$ cat src/rtl/smm_win_pkg.sv
package smm_win_pkg;
    localparam int OPEN_B = 6;
    localparam int LOCK_B = 4;
    localparam int GEN_B  = 3;
    localparam int HEN_B  = 7;
    localparam int TEN_B  = 0;
    localparam int MB_SHIFT = 20;
    localparam int EXT_MB_MAX = 4095;

    localparam logic [7:0] CTL_RST         = 8'h02;
    localparam logic [7:0] CTL_MASK_FULL   = 8'h78;
    localparam logic [7:0] CTL_MASK_SEALED = 8'h00;
    localparam logic [7:0] ECTL_RST         = 8'h38;
    localparam logic [7:0] ECTL_MASK_FULL   = 8'h87;
    localparam logic [7:0] ECTL_MASK_SEALED = 8'h00;
    localparam logic [15:0] EXT_QUERY = 16'hFFFF;

    typedef enum logic [1:0] {
        SEL_CTL  = 2'd0,
        SEL_ECTL = 2'd1,
        SEL_EXT  = 2'd2,
        SEL_NONE = 2'd3
    } cfg_sel_e;

    typedef enum logic {
        LK_OPEN   = 1'b0,
        LK_SEALED = 1'b1
    } lock_state_e;

    typedef struct packed {
        logic nsmm_low_ram;
        logic nsmm_high_ram;
        logic smm_low_ram;
        logic smm_high_ram;
        logic tseg_en;
    } route_t;
endpackage

$ cat src/rtl/smm_cfg_regs.sv
module smm_cfg_regs
    import smm_win_pkg::*;
#(
    parameter int EXT_MB = 16
) (
    input  logic        clk,
    input  logic        rst_n,
    input  logic        cfg_we,
    input  logic [1:0]  cfg_sel,
    input  logic [15:0] cfg_wdata,
    output logic [7:0]  ctl_q,
    output logic [7:0]  ectl_q,
    output logic [15:0] ext_q
);
    localparam logic [15:0] EXT_MB_V = 16'(EXT_MB);
    localparam logic [15:0] EXT_RST  = (EXT_MB > 0) ? EXT_QUERY : 16'h0000;

    generate
        if (EXT_MB < 0 || EXT_MB > EXT_MB_MAX) begin : g_bad_ext
            $error("EXT_MB out of range");
        end
    endgenerate

    lock_state_e lk_state, lk_next;
    logic [7:0]  ctl_mask, ectl_mask;
    logic [7:0]  ctl_merge, ctl_d, ectl_d;
    logic [15:0] ext_d;
    logic        ctl_wr, ectl_wr, ext_wr;

    assign ctl_wr  = cfg_we && (cfg_sel == SEL_CTL);
    assign ectl_wr = cfg_we && (cfg_sel == SEL_ECTL);
    assign ext_wr  = cfg_we && (cfg_sel == SEL_EXT);
    assign ctl_merge = (ctl_q & ~ctl_mask) | (cfg_wdata[7:0] & ctl_mask);

    // lock state register
    always_ff @(posedge clk or negedge rst_n) begin
        if (!rst_n) lk_state <= LK_OPEN;
        else        lk_state <= lk_next;
    end

    // next state and per-state write masks
    always_comb begin
        lk_next   = lk_state;
        ctl_mask  = CTL_MASK_FULL;
        ectl_mask = ECTL_MASK_FULL;
        unique case (lk_state)
            LK_OPEN: begin
                if (ctl_wr && ctl_merge[LOCK_B]) lk_next = LK_SEALED;
            end
            LK_SEALED: begin
                ctl_mask  = CTL_MASK_SEALED;
                ectl_mask = ECTL_MASK_SEALED;
            end
        endcase
    end

    always_comb begin
        ctl_d = ctl_q;
        if (ctl_wr) begin
            ctl_d = ctl_merge;
            if (ctl_merge[LOCK_B]) ctl_d[OPEN_B] = 1'b0;
        end
        ectl_d = ectl_q;
        if (ectl_wr) ectl_d = (ectl_q & ~ectl_mask) | (cfg_wdata[7:0] & ectl_mask);
        ext_d = ext_q;
        if (ext_wr) begin
            if ((EXT_MB > 0) && (cfg_wdata == EXT_QUERY)) ext_d = EXT_MB_V;
            else                                          ext_d = cfg_wdata;
        end
    end

    always_ff @(posedge clk or negedge rst_n) begin
        if (!rst_n) begin
            ctl_q  <= CTL_RST;
            ectl_q <= ECTL_RST;
            ext_q  <= EXT_RST;
        end else begin
            ctl_q  <= ctl_d;
            ectl_q <= ectl_d;
            ext_q  <= ext_d;
        end
    end

    assert_sealed_frozen_R3: assert property (@(posedge clk) disable iff (!rst_n)
        (lk_state == LK_SEALED) |=> ($stable(ctl_q) && $stable(ectl_q)));
    assert_sealed_closed_R3: assert property (@(posedge clk) disable iff (!rst_n)
        (lk_state == LK_SEALED) |-> !ctl_q[OPEN_B]);
    assert_query_swap_R9: assert property (@(posedge clk) disable iff (!rst_n)
        (ext_wr && (cfg_wdata == EXT_QUERY) && (EXT_MB > 0)) |=> (ext_q == EXT_MB_V));
endmodule

$ cat src/rtl/smm_route.sv
module smm_route
    import smm_win_pkg::*;
#(
    parameter int ADDR_W = 32,
    parameter int EXT_MB = 16
) (
    input  logic              clk,
    input  logic              rst_n,
    input  logic              open_i,
    input  logic              gen_i,
    input  logic              hen_i,
    input  logic              ten_i,
    input  logic [1:0]        size_i,
    input  logic [ADDR_W-1:0] top_low_mem,
    output route_t            route_q,
    output logic [ADDR_W-1:0] tseg_base_q,
    output logic [ADDR_W-1:0] tseg_len_q
);
    route_t            route_d;
    logic [11:0]       size_mb;
    logic [ADDR_W-1:0] len_d;

    always_comb begin
        unique case (size_i)
            2'b00: size_mb = 12'd1;
            2'b01: size_mb = 12'd2;
            2'b10: size_mb = 12'd8;
            default: size_mb = 12'(EXT_MB);
        endcase
        route_d.nsmm_low_ram  = open_i && !hen_i;
        route_d.nsmm_high_ram = open_i && hen_i;
        route_d.smm_low_ram   = gen_i && !hen_i;
        route_d.smm_high_ram  = gen_i && hen_i;
        route_d.tseg_en       = gen_i && ten_i;
        len_d = route_d.tseg_en ? (ADDR_W'(size_mb) << MB_SHIFT) : '0;
    end

    always_ff @(posedge clk or negedge rst_n) begin
        if (!rst_n) begin
            route_q     <= '0;
            tseg_base_q <= '0;
            tseg_len_q  <= '0;
        end else begin
            route_q     <= route_d;
            tseg_base_q <= top_low_mem - len_d;
            tseg_len_q  <= len_d;
        end
    end

    assert_high_needs_open_R4: assert property (@(posedge clk) disable iff (!rst_n)
        route_q.nsmm_high_ram |-> $past(open_i && hen_i));
    assert_smm_needs_global_R5: assert property (@(posedge clk) disable iff (!rst_n)
        (route_q.smm_low_ram || route_q.smm_high_ram) |-> $past(gen_i));
    assert_tseg_needs_both_R6: assert property (@(posedge clk) disable iff (!rst_n)
        route_q.tseg_en |-> $past(gen_i && ten_i));
endmodule

$ cat src/rtl/smm_tseg_check.sv
module smm_tseg_check #(
    parameter int ADDR_W = 32
) (
    input  logic              clk,
    input  logic              rst_n,
    input  logic              tseg_en,
    input  logic [ADDR_W-1:0] tseg_base,
    input  logic [ADDR_W-1:0] top_low_mem,
    input  logic [ADDR_W-1:0] acc_addr,
    input  logic              acc_smm,
    output logic              acc_blocked
);
    logic in_range;

    assign in_range    = (acc_addr >= tseg_base) && (acc_addr < top_low_mem);
    assign acc_blocked = tseg_en && !acc_smm && in_range;

    assert_smm_never_blocked_R8: assert property (@(posedge clk) disable iff (!rst_n)
        acc_smm |-> !acc_blocked);
endmodule

$ cat src/rtl/smm_window_ctrl.sv
module smm_window_ctrl
    import smm_win_pkg::*;
#(
    parameter int ADDR_W = 32,
    parameter int EXT_MB = 16
) (
    input  logic              clk,
    input  logic              rst_n,
    input  logic              cfg_we,
    input  logic [1:0]        cfg_sel,
    input  logic [15:0]       cfg_wdata,
    input  logic [ADDR_W-1:0] top_low_mem,
    input  logic [ADDR_W-1:0] acc_addr,
    input  logic              acc_smm,
    output logic [7:0]        ctl_val,
    output logic [7:0]        ectl_val,
    output logic [15:0]       ext_val,
    output logic              nsmm_low_ram,
    output logic              nsmm_high_ram,
    output logic              smm_low_ram,
    output logic              smm_high_ram,
    output logic              tseg_en,
    output logic [ADDR_W-1:0] tseg_base,
    output logic [ADDR_W-1:0] tseg_len,
    output logic              acc_blocked
);
    route_t route;

    smm_cfg_regs #(.EXT_MB(EXT_MB)) u_regs (
        .clk       (clk),
        .rst_n     (rst_n),
        .cfg_we    (cfg_we),
        .cfg_sel   (cfg_sel),
        .cfg_wdata (cfg_wdata),
        .ctl_q     (ctl_val),
        .ectl_q    (ectl_val),
        .ext_q     (ext_val)
    );

    smm_route #(.ADDR_W(ADDR_W), .EXT_MB(EXT_MB)) u_route (
        .clk         (clk),
        .rst_n       (rst_n),
        .open_i      (ctl_val[OPEN_B]),
        .gen_i       (ctl_val[GEN_B]),
        .hen_i       (ectl_val[HEN_B]),
        .ten_i       (ectl_val[TEN_B]),
        .size_i      (ectl_val[2:1]),
        .top_low_mem (top_low_mem),
        .route_q     (route),
        .tseg_base_q (tseg_base),
        .tseg_len_q  (tseg_len)
    );

    assign nsmm_low_ram  = route.nsmm_low_ram;
    assign nsmm_high_ram = route.nsmm_high_ram;
    assign smm_low_ram   = route.smm_low_ram;
    assign smm_high_ram  = route.smm_high_ram;
    assign tseg_en       = route.tseg_en;

    smm_tseg_check #(.ADDR_W(ADDR_W)) u_check (
        .clk         (clk),
        .rst_n       (rst_n),
        .tseg_en     (route.tseg_en),
        .tseg_base   (tseg_base),
        .top_low_mem (top_low_mem),
        .acc_addr    (acc_addr),
        .acc_smm     (acc_smm),
        .acc_blocked (acc_blocked)
    );
endmodule

$ cat config.mk
export PLATFORM = sky130hd
export DESIGN_NAME = smm_window_ctrl
export DESIGN_NICKNAME = d
export VERILOG_FILES = /design/src/rtl/smm_win_pkg.sv /design/src/rtl/smm_cfg_regs.sv /design/src/rtl/smm_route.sv /design/src/rtl/smm_tseg_check.sv /design/src/rtl/smm_window_ctrl.sv
export SDC_FILE = /design/constraint.sdc
export NUM_CORES = 1
export LEC_CHECK = 0
export BUFFER_PORTS_ARGS = -buffer_cell sky130_fd_sc_hd__buf_2
export CAP_MARGIN = 20
export CORE_MARGIN = 3
export CORE_UTILIZATION = 52
export DETAILED_ROUTE_END_ITERATION = 12
export PLACE_DENSITY = 0.91
export SKIP_CTS_REPAIR_TIMING = 1
export SKIP_LAST_GASP = 1
export SLEW_MARGIN = 10
export SYNTH_ARGS = -nofsm -noshare
export SYNTH_HDL_FRONTEND = slang
export SYNTH_SLANG_ARGS = --single-unit
$ cat constraint.sdc
create_clock -name clk -period 4.8 [get_ports clk]
set_input_delay 0.48 -clock clk [delete_from_list [all_inputs] [get_ports clk]]
set_output_delay 0.48 -clock clk [all_outputs]
set_load 0.01 [all_outputs]
# After elaboration in Yosys (flattened, before gate mapping)
# Cells that the tools add are included.
totals:
  latchBits: 0
  wordCells: 51
  mem_count: 0
  input_bits: 86
  mem_bits_rw: 0
  reg_bits: 102
  romBits: 0
op_classes:
  div_mod_pow: 0
  shift: 0
  n_mul: 0
  reduce_logical: 16
  addsub: 1
  order_cmp: 2
  bitwise: 8
  muxes: 8
  n_eq_ne: 5
ops:
  columns: ["cell", "n"]
  rows:
  - ["32-bit >= comparator", 1]
  - ["32-bit less-than comparator", 1]
  - ["32-bit subtractor", 1]
  - ["25-bit two-way mux", 1]
  - ["8-bit bitwise AND", 3]
  - ["16-bit equality test, second input constant", 1]
  - ["16-bit two-way mux", 1]
  - ["8-bit OR", 2]
  - ["5-bit one-hot mux with 3 select lines", 1]
  - ["1-bit logical AND", 12]
  - ["8-bit by 7-bit bitwise AND with 8-bit output", 1]
  - ["8-bit two-way mux", 1]
  - ["7-bit inverter with 8-bit output", 1]
  - ["8-bit inverter", 1]
  - ["7-bit two-way mux", 1]
  - ["2-bit by 1-bit equality test with 1-bit output, second input constant", 2]
  - ["2-bit equality test, second input constant", 2]
  - ["2-bit logical NOT", 2]
  - ["1-bit two-way mux", 3]
  - ["1-bit logical NOT", 2]

# Logic depth before layout (Yosys ltp)
# Gate-level depths: netlist of the first run.
depth:
  word_depth: 7
  ltp_mapped: 10
  ltp_nobuf: 10

# Hierarchy
# A second synthesis of the first run with hierarchy kept.
unflattened:
  hier_cells: 453
  area_unflattened_um2: 4334.2
by_module_without_submodules:
  columns: ["module", "instances", "area_per_inst_um2", "seq_area_each_um2", "cells_per_inst"]
  rows:
  - ["smm_route", 1, 1632.8, 1026.0, 126]
  - ["smm_tseg_check", 1, 1569.0, 0.0, 218]
  - ["smm_cfg_regs", 1, 1132.3, 645.6, 109]

# Least setup slack after synthesis of the first run
# OpenSTA, ideal clock, no wires.
synth_path:
  kind: "input -> output"
  from: "input top_low_mem[15]"
  to: "output acc_blocked"
  cell_stages: 8
  required_ns: 4.320
  path_buffers: 0
  path_slack_ns: 2.556
  arrival_ns: 1.764
  path_cell_list: "inv_1 -> ha_1 -> nand4_1 -> or3_4 -> a2111oi_2 -> o31ai_1 -> o211ai_1 -> a21oi_2"
synth_between:
  elab_chain_len: 3
synth_rtl:
  columns: ["item", "line_no", "source"]
  rows:
  - ["from (decl)", "smm_window_ctrl.sv:12", "input logic [ADDR_W-1:0] top_low_mem,"]
  - ["32-bit less-than comparator", "smm_tseg_check.sv:15", "assign in_range = (acc_addr >= tseg_base) && (acc_addr < top_low_mem);"]
  - ["1-bit logical AND", "smm_tseg_check.sv:15", null]
  - ["1-bit logical AND", "smm_tseg_check.sv:16", "assign acc_blocked = tseg_en && !acc_smm && in_range;"]
  - ["to (decl)", "smm_window_ctrl.sv:25", "output logic acc_blocked"]
# No other way between the ends.

# Worst setup path in the final report of the first run
layout_path:
  from: "register u_route.tseg_base_q[2]"
  to: "output acc_blocked"
layout_between:
  elab_chain_len: 3
layout_rtl:
  columns: ["item", "line_no", "source"]
  rows:
  - ["from (decl)", "smm_route.sv:16", "output logic [ADDR_W-1:0] tseg_base_q,"]
  - ["from (signal assigned)", "smm_route.sv:45", "tseg_base_q <= top_low_mem - len_d;"]
  - ["32-bit >= comparator", "smm_tseg_check.sv:15", null]
  - ["1-bit logical AND", "smm_tseg_check.sv:15", null]
  - ["1-bit logical AND", "smm_tseg_check.sv:16", null]
# No other way between the ends.

==> results.tsv, run 1 <==
stage	metric	value	unit
sta	final setup TNS	0	ps
sta	final setup fails	0	
run_status	outcome	finished, final reports clean	
synthesis	ranking of synthesized cells by area	dfrtp_1 (30%), ha_1 (20%), dfstp_2 (9.9%)	
clocking	H-tree depth	3	
pwr	switching share of total power	28.16	%
clocking	Root Buffer	clkbuf_8	
synthesis	Synth Register Bits	66	
grt	GRT Total Usage	21.20	%
critical_path	Arrival @ worst endpoint	2280	ps
drt	WL per Instance	14.50	um
finish	Finished Core Util	66.43	%
grt	initial antenna violation count	0	
finish	fin area	5186	sq um
pwr	worst vdd ir	0.0001870	V
sta	RSZ-0062 raised after global routing	false	
critical_path	RR Endpoint	u_route.tseg_base_q[31]	
drt	met2 wire len	4831	um
grt	first-pass GRT wire length	15190	um
critical_path	Crit Path Max Fanout	2	
floorplanning	Die Ht	96.18	um
synthesis	post-synth top area share	29.59	%
drt	Routed WL	9845	um
finish	Finished Layout Cells	679	
synthesis	Main synth FF type	dfrtp_1	
critical_path	Register-to-Register Path Depth	10	
finish	nets@finish	726	
placement	port bufs	151	
synthesis	number of flops mapped to enable cells by yosys	0	
synthesis	post-synthesis area per instance	10.14	sq um
critical_path	crit path kind	reg -> out	
grt	aggregate global routing overflow	0	
pwr	Pint	1.090	mW
drt	detailed-route DRC error count	0	
job	Max-Cap Viols	0	
sta	Max-slew headroom	52.99	%
drt	routed wl met3	843	um
sta	Tcrit/Tclk final	57.59	%
pwr	Comb pwr share	19.6	%
clocking	CTS tree	done	
pwr	Clock power frac	38.8	%
drt	number of vias per cell	5.032	
drt	Detailed Routing Iterations Pass 1	4	
pwr	leakage	2.957	nW
floorplanning	die span in x	96.18	um
hold_path	worst min path class	in -> async	
synthesis	Synth area leader	dfrtp_1	
drt	routed via count	3417	
grt	largest net degree at the start of global routing	38	
pwr	Switch Pwr	0.4274	mW
synthesis	sequential-to-total area share from yosys stat	39.53	%
placement	Detailed Place HPWL	8144	um
finish	number of diodes	0	
critical_path	CP startpoint kind	flop	
synthesis	Mapped Cells	417	
placement	placed insts	663	
synthesis	Post-synth ARST share	100.0	%
sta	Max Fclk	0.3617	GHz
synthesis	Cell variety after synth	54	
critical_path	crit path capture type	output pin	
critical_path	required time worst endpoint	4320	ps
drt	top layer used by detailed routing	met4	
clocking	Num CTS Buffers	9	
pwr	Tot Pwr	1.517	mW
pwr	power per standard cell area	292.6	nW/um^2
sta	final max-slew violation count	0	
synthesis	Mapped Area	4229	sq um
clocking	clock sink count	66	
sta	skew final	6.676	ps
finish	layout cells sized above 1	33.97	%
floorplanning	area of the die	9251	sq um
floorplanning	Rows	32	
clocking	Worst-Skew Late Latency	340	ps
critical_path	r2r setup slk	2680	ps
floorplanning	area of the core	7807	sq um
placement	dpl cell area	4938	sq um
clocking	clk slew on worst S/H paths	80	ps
floorplanning	starting density of the core	54.17	%
grt	vias in the first global route	3437	
pwr	Reg power frac	41.6	%
drt	Routed Antenna Nets	0	
drt	met1 wire length	4055	um
sta	endpoints failing hold	0	
placement	Final GP Congestion	0.9423	
finish	Syn-to-layout area delta	22.63	%
synthesis	Synth warnings	0	
clocking	Clock Path Buffers	2	
sta	Slew @ Worst Pin	703.1	ps
drt	initial DRC count	76	
floorplanning	Ports	188	
sta	Min Clock Period, post-route	2764	ps
[cell usage after synthesis (2+ instances only)]
library cell,n
o21ai_0,7
nor2b_1,7
conb_1,2
nor2_1,10
inv_1,72
nand3_1,8
buf_4,40
a21oi_1,20
a211oi_1,4
and2_1,3
a22o_1,15
xnor2_1,8
a21o_1,5
dfrtp_1,50
o211ai_1,2
nand4_1,14
nor3_1,5
nor4_1,2
nand2_1,20
ha_1,67
dfstp_2,16
mux2_1,7
inv_2,2
[final cells by class]
class | instances | area [sq um]
clock buffers | 9 | 123.9
clock inverters | 7 | 123.9
fillers | 658 | 2621
inverters | 74 | 277.8
multi-input cells | 269 | 2098
flip-flops and latches | 66 | 1672
well taps | 102 | 127.6
repair buffers | 152 | 763.2
[cell families after synthesis]
logic type / synth area share, %
AO/OA/AOI/OAI: 12.31
XOR/XNOR: 1.864
adder cells (fa/ha/maj): 20.30
buffers and inverters: 13.88
flip-flops: 39.53
multiplexers: 1.864
other: 0.1776
AND/OR/NAND/NOR: 10.09
[routing by layer]
layer,up-vias,GRT usage (%)
met2,132,36.63
met3,12,5.942
met1,1608,25.42
li1,1665,-
met4,0,6.635
met5,-,0
[worst max-delay path by stage]
stage	endpoint	slack, ps	cells after the start	startpoint
global placement	acc_blocked	2150	8	acc_addr[2]
floorplan	acc_blocked	2560	8	top_low_mem[15]
CTS	acc_blocked	2020	8	u_route.tseg_base_q[2]
global route	acc_blocked	1870	8	u_route.tseg_base_q[2]
finish	acc_blocked	2040	8	u_route.tseg_base_q[2]
detailed placement	acc_blocked	2130	10	top_low_mem[15]
[layout by cell type, fill, tap and decap left out, types with 3 or more instances in the layout]
cell,netlist,layout
clkbuf_8,0,9
nand2_1,20,20
nor2b_1,7,7
o21ai_0,7,7
nor2_1,10,10
nand4_1,14,14
a21oi_1,20,20
a21o_1,5,5
dfstp_2,16,16
nor3_1,5,5
dfrtp_1,50,50
and2_1,3,3
bufinv_16,0,3
inv_1,72,72
a22o_1,15,15
nand3_1,8,8
ha_1,67,67
mux2_1,7,7
xnor2_1,8,8
conb_1,2,36
buf_2,1,151
a211oi_1,4,4
[metrics by stage]
step / setup WS, ps / hold WS, ps
final: 2036 / 154.4
after global routing: 1873 / 175.3
after CTS: 2020 / 157.1
after detailed placement: 2131 / 462.1
after global placement: 2146 / 454.2
after floorplan: 2556 / 184.4
[registers in the layout, indices dropped and copies added, names as in the netlist, named ones only]
name,flops
u_route.tseg_base_q,32
u_regs.ext_q,16
u_route.route_q,5
u_route.tseg_len_q,4
u_regs.ctl_q,2
u_regs.lk_state,1
[critical path, stage by stage, from the launching register on]
cell	delay, ps
dfrtp_1	340
inv_1	40
ha_1	280
a211oi_1	250
a211o_1	170
a311oi_1	80
o311ai_0	510
a21oi_2	110
buf_2	170
[power by group through the flow]
| stage | registers [mW] | clock network [mW] | logic [mW] |
|---|---|---|---|
| after detailed placement | 0.639 | 0 | 0.299 |
| final | 0.632 | 0.588 | 0.298 |
| after CTS | 0.631 | 0.596 | 0.299 |
| after global routing | 0.637 | 0.626 | 0.337 |
| after global placement | 0.640 | 0 | 0.284 |
| after floorplan | 0.659 | 0 | 0.167 |
(Power assumes the default switching activity.)
==> run 2, diff against run 1 <==
--- a/config.mk
+++ b/config.mk
@@ -8,9 +8,9 @@
 export BUFFER_PORTS_ARGS = -buffer_cell sky130_fd_sc_hd__buf_2
 export CAP_MARGIN = 20
 export CORE_MARGIN = 3
-export CORE_UTILIZATION = 52
+export CORE_UTILIZATION = 48
 export DETAILED_ROUTE_END_ITERATION = 12
-export PLACE_DENSITY = 0.91
+export PLACE_DENSITY = 0.85
 export SKIP_CTS_REPAIR_TIMING = 1
 export SKIP_LAST_GASP = 1
 export SLEW_MARGIN = 10
==> constraint.sdc (replaced) <==
create_clock -name clk -period 2.6 [get_ports clk]
set_input_delay 0.26 -clock clk [delete_from_list [all_inputs] [get_ports clk]]
set_output_delay 0.26 -clock clk [all_outputs]
set_load 0.01 [all_outputs]
==> run 2 against run 1 <==
  * Utilization down 4.8 points
  * Clock-buffer cell count is 2 higher
  * Critical endpoint unchanged
  * Non-clock buffer count up 3
  * Largest cell class unchanged
  * Sequential power grew 85%
  * Via count up 1.1%
  * Worst hold slack worse by 100 ps
  * Critical path type unchanged
  * Largest power group unchanged
  * Clock skew up 0.69 ps
  * Highest routed layer unchanged
==> results.tsv, run 2 (synthesis gave the netlist of run 1 again) <==
stage	metric	value	unit	change
run_status	outcome	finished, final reports clean		
drt	number of vias per cell	5.042		+0.20%
finish	Finished Core Util	61.65	%	-4.8 points
drt	initial DRC count	112		+47%
drt	WL per Instance	14.91	um	+2.8%
sta	Tcrit/Tclk final	92.32	%	
sta	final setup TNS	0	ps	unchanged
finish	Regs by FF count	u_route.tseg_base_q x32, u_regs.ext_q x16, u_route.route_q x5		
sta	RSZ-0062 raised after global routing	false		
critical_path	crit path kind	reg -> out		
floorplanning	Ports	188		unchanged
finish	Syn-to-layout area delta	22.19	%	
critical_path	crit path capture type	output pin		
finish	most frequent cells in the layout	buf_2 (151), inv_1 (72), ha_1 (67)		
finish	commonest non-fill, non-tap cell in the layout	buf_2		
clocking	Num CTS Buffers	9		unchanged
finish	nets@finish	729		+0.41%
drt	detailed-route DRC error count	0		unchanged
sta	Slew @ Worst Pin	581.8	ps	-121.3 ps
clocking	Worst-Skew Late Latency	330	ps	about the same
grt	aggregate global routing overflow	0		unchanged
critical_path	Crit Path Max Fanout	2		unchanged
placement	port bufs	151		unchanged
clocking	clk slew on worst S/H paths	70	ps	about the same
placement	dpl cell area	4957	sq um	+0.38%
sta	final setup fails	0		unchanged
finish	fin area	5167	sq um	-0.36%
finish	number of flip-flops in the largest register	32		unchanged
placement	Setup Slack @ Placement	431.4	ps	-1699 ps
sta	skew final	7.367	ps	+0.6904 ps
clocking	H-tree depth	3		unchanged
drt	routed via count	3454		+1.1%
grt	vias in the first global route	3706		+7.8%
sta	final max-slew violation count	0		unchanged
placement	Detailed Place HPWL	8564	um	+5.2%
floorplanning	starting density of the core	50.46	%	-3.7 points
drt	Routed Antenna Nets	0		unchanged
clocking	clock sink count	66		unchanged
pwr	leakage	2.948	nW	-0.32%
placement	Final GP Congestion	0.8940		-5.1%
finish	layout cells sized above 1	33.97	%	about the same
pwr	worst vdd ir	0.0004017	V	+110%
job	Max-Cap Viols	0		unchanged
hold_path	worst min path class	in -> reg		
finish	Biggest register	u_route.tseg_base_q		
critical_path	required time worst endpoint	2340	ps	-1980 ps
floorplanning	area of the die	9973	sq um	+7.8%
sta	Max Fclk	0.4166	GHz	
sta	endpoints failing hold	0		unchanged
floorplanning	area of the core	8382	sq um	+7.4%
finish	number of diodes	0		unchanged
clocking	CTS tree	done		
clocking	Root Buffer	clkbuf_8		
sta	setup ws final	199.6	ps	-1836 ps
floorplanning	Rows	33		+3.1%
floorplanning	Die Ht	99.87	um	+3.8%
grt	initial antenna violation count	0		unchanged
grt	GRT Total Usage	20.57	%	-0.64 points
critical_path	Arrival @ worst endpoint	2140	ps	-140 ps
drt	Routed WL	10210	um	+3.7%
clocking	Clock Path Buffers	2		unchanged
drt	Detailed Routing Iterations Pass 1	4		unchanged
sta	Min Clock Period, post-route	2400	ps	
sta	Max-slew headroom	60.92	%	+7.9 points
floorplanning	die span in x	99.87	um	+3.8%
critical_path	CP startpoint kind	flop		
grt	largest net degree at the start of global routing	30		-21%
pwr	power per standard cell area	499.1	nW/um^2	+71%
grt	first-pass GRT wire length	16440	um	+8.2%
-- run 2: worst max-delay path: stages, from the launching register on --
cell,delay (ps)
dfrtp_1,340
inv_1,50
ha_1,290
o211ai_1,90
a211o_1,310
a311oi_1,270
o311ai_1,160
a21oi_2,170
buf_2,140
-- run 2: per-layer routing --
metal | routed length (um) | GRT usage (%) | up-vias | part of all wire, %
met3 | 852 | 5.003 | 18 | 8.3
met1 | 4015 | 23.35 | 1610 | 39
met2 | 5187 | 36.99 | 159 | 51
met5 | 0 | 0 | - | 0
met4 | 157 | 8.088 | 0 | 1.5
li1 | - | - | 1667 | -
-- run 2: metrics by stage --
stage	cells	total power [mW]	hold WS (ps)
2_1_floorplan	451	1.526	-35.59
3_3_place_gp	668	1.714	194.5
3_5_place_dp	668	1.741	198.2
4_1_cts	684	2.611	-163.8
5_1_grt	685	2.739	21.55
6_report	685	2.579	51.46
-- run 2: worst paths after layout --
| kind | cells past startpoint | endpoint | slack [ps] | startpoint |
|---|---|---|---|---|
| min | 1 | u_route.tseg_base_q[12] | 50 | top_low_mem[12] |
| max reg2reg | 9 | u_route.tseg_base_q[28] | 480 | flop |
| min reg2reg | 2 | u_regs.ext_q[4] | 480 | u_regs.ext_q[4] |
| min in group asynchronous | 2 | async pin | 380 | rst_n |
| max in group asynchronous | 3 | u_route.tseg_len_q[21] | 1510 | rst_n |
| max | 8 | acc_blocked | 200 | u_route.tseg_base_q[2] |
-- run 2: layout make-up --
cell class                 instances  area (sq um)
fill                             736          3214
timing repair buffer             155         788.3
tap                              105         131.4
clock inverter                     5         53.80
sequential                        66          1672
multi-input combinational        269          2103
clock buffer                      11         141.4
inverter                          74         277.8
-- run 2: power by group --
| group | total, mW | switching [mW] | leakage (nW) | internal (mW) |
|---|---|---|---|---|
| Sequential | 1.17 | 0.0439 | 0.786 | 1.13 |
| Combinational | 0.558 | 0.313 | 2.07 | 0.245 |
| Clock | 0.850 | 0.386 | 0.0930 | 0.465 |
| Total | 2.58 | 0.743 | 2.95 | 1.84 |
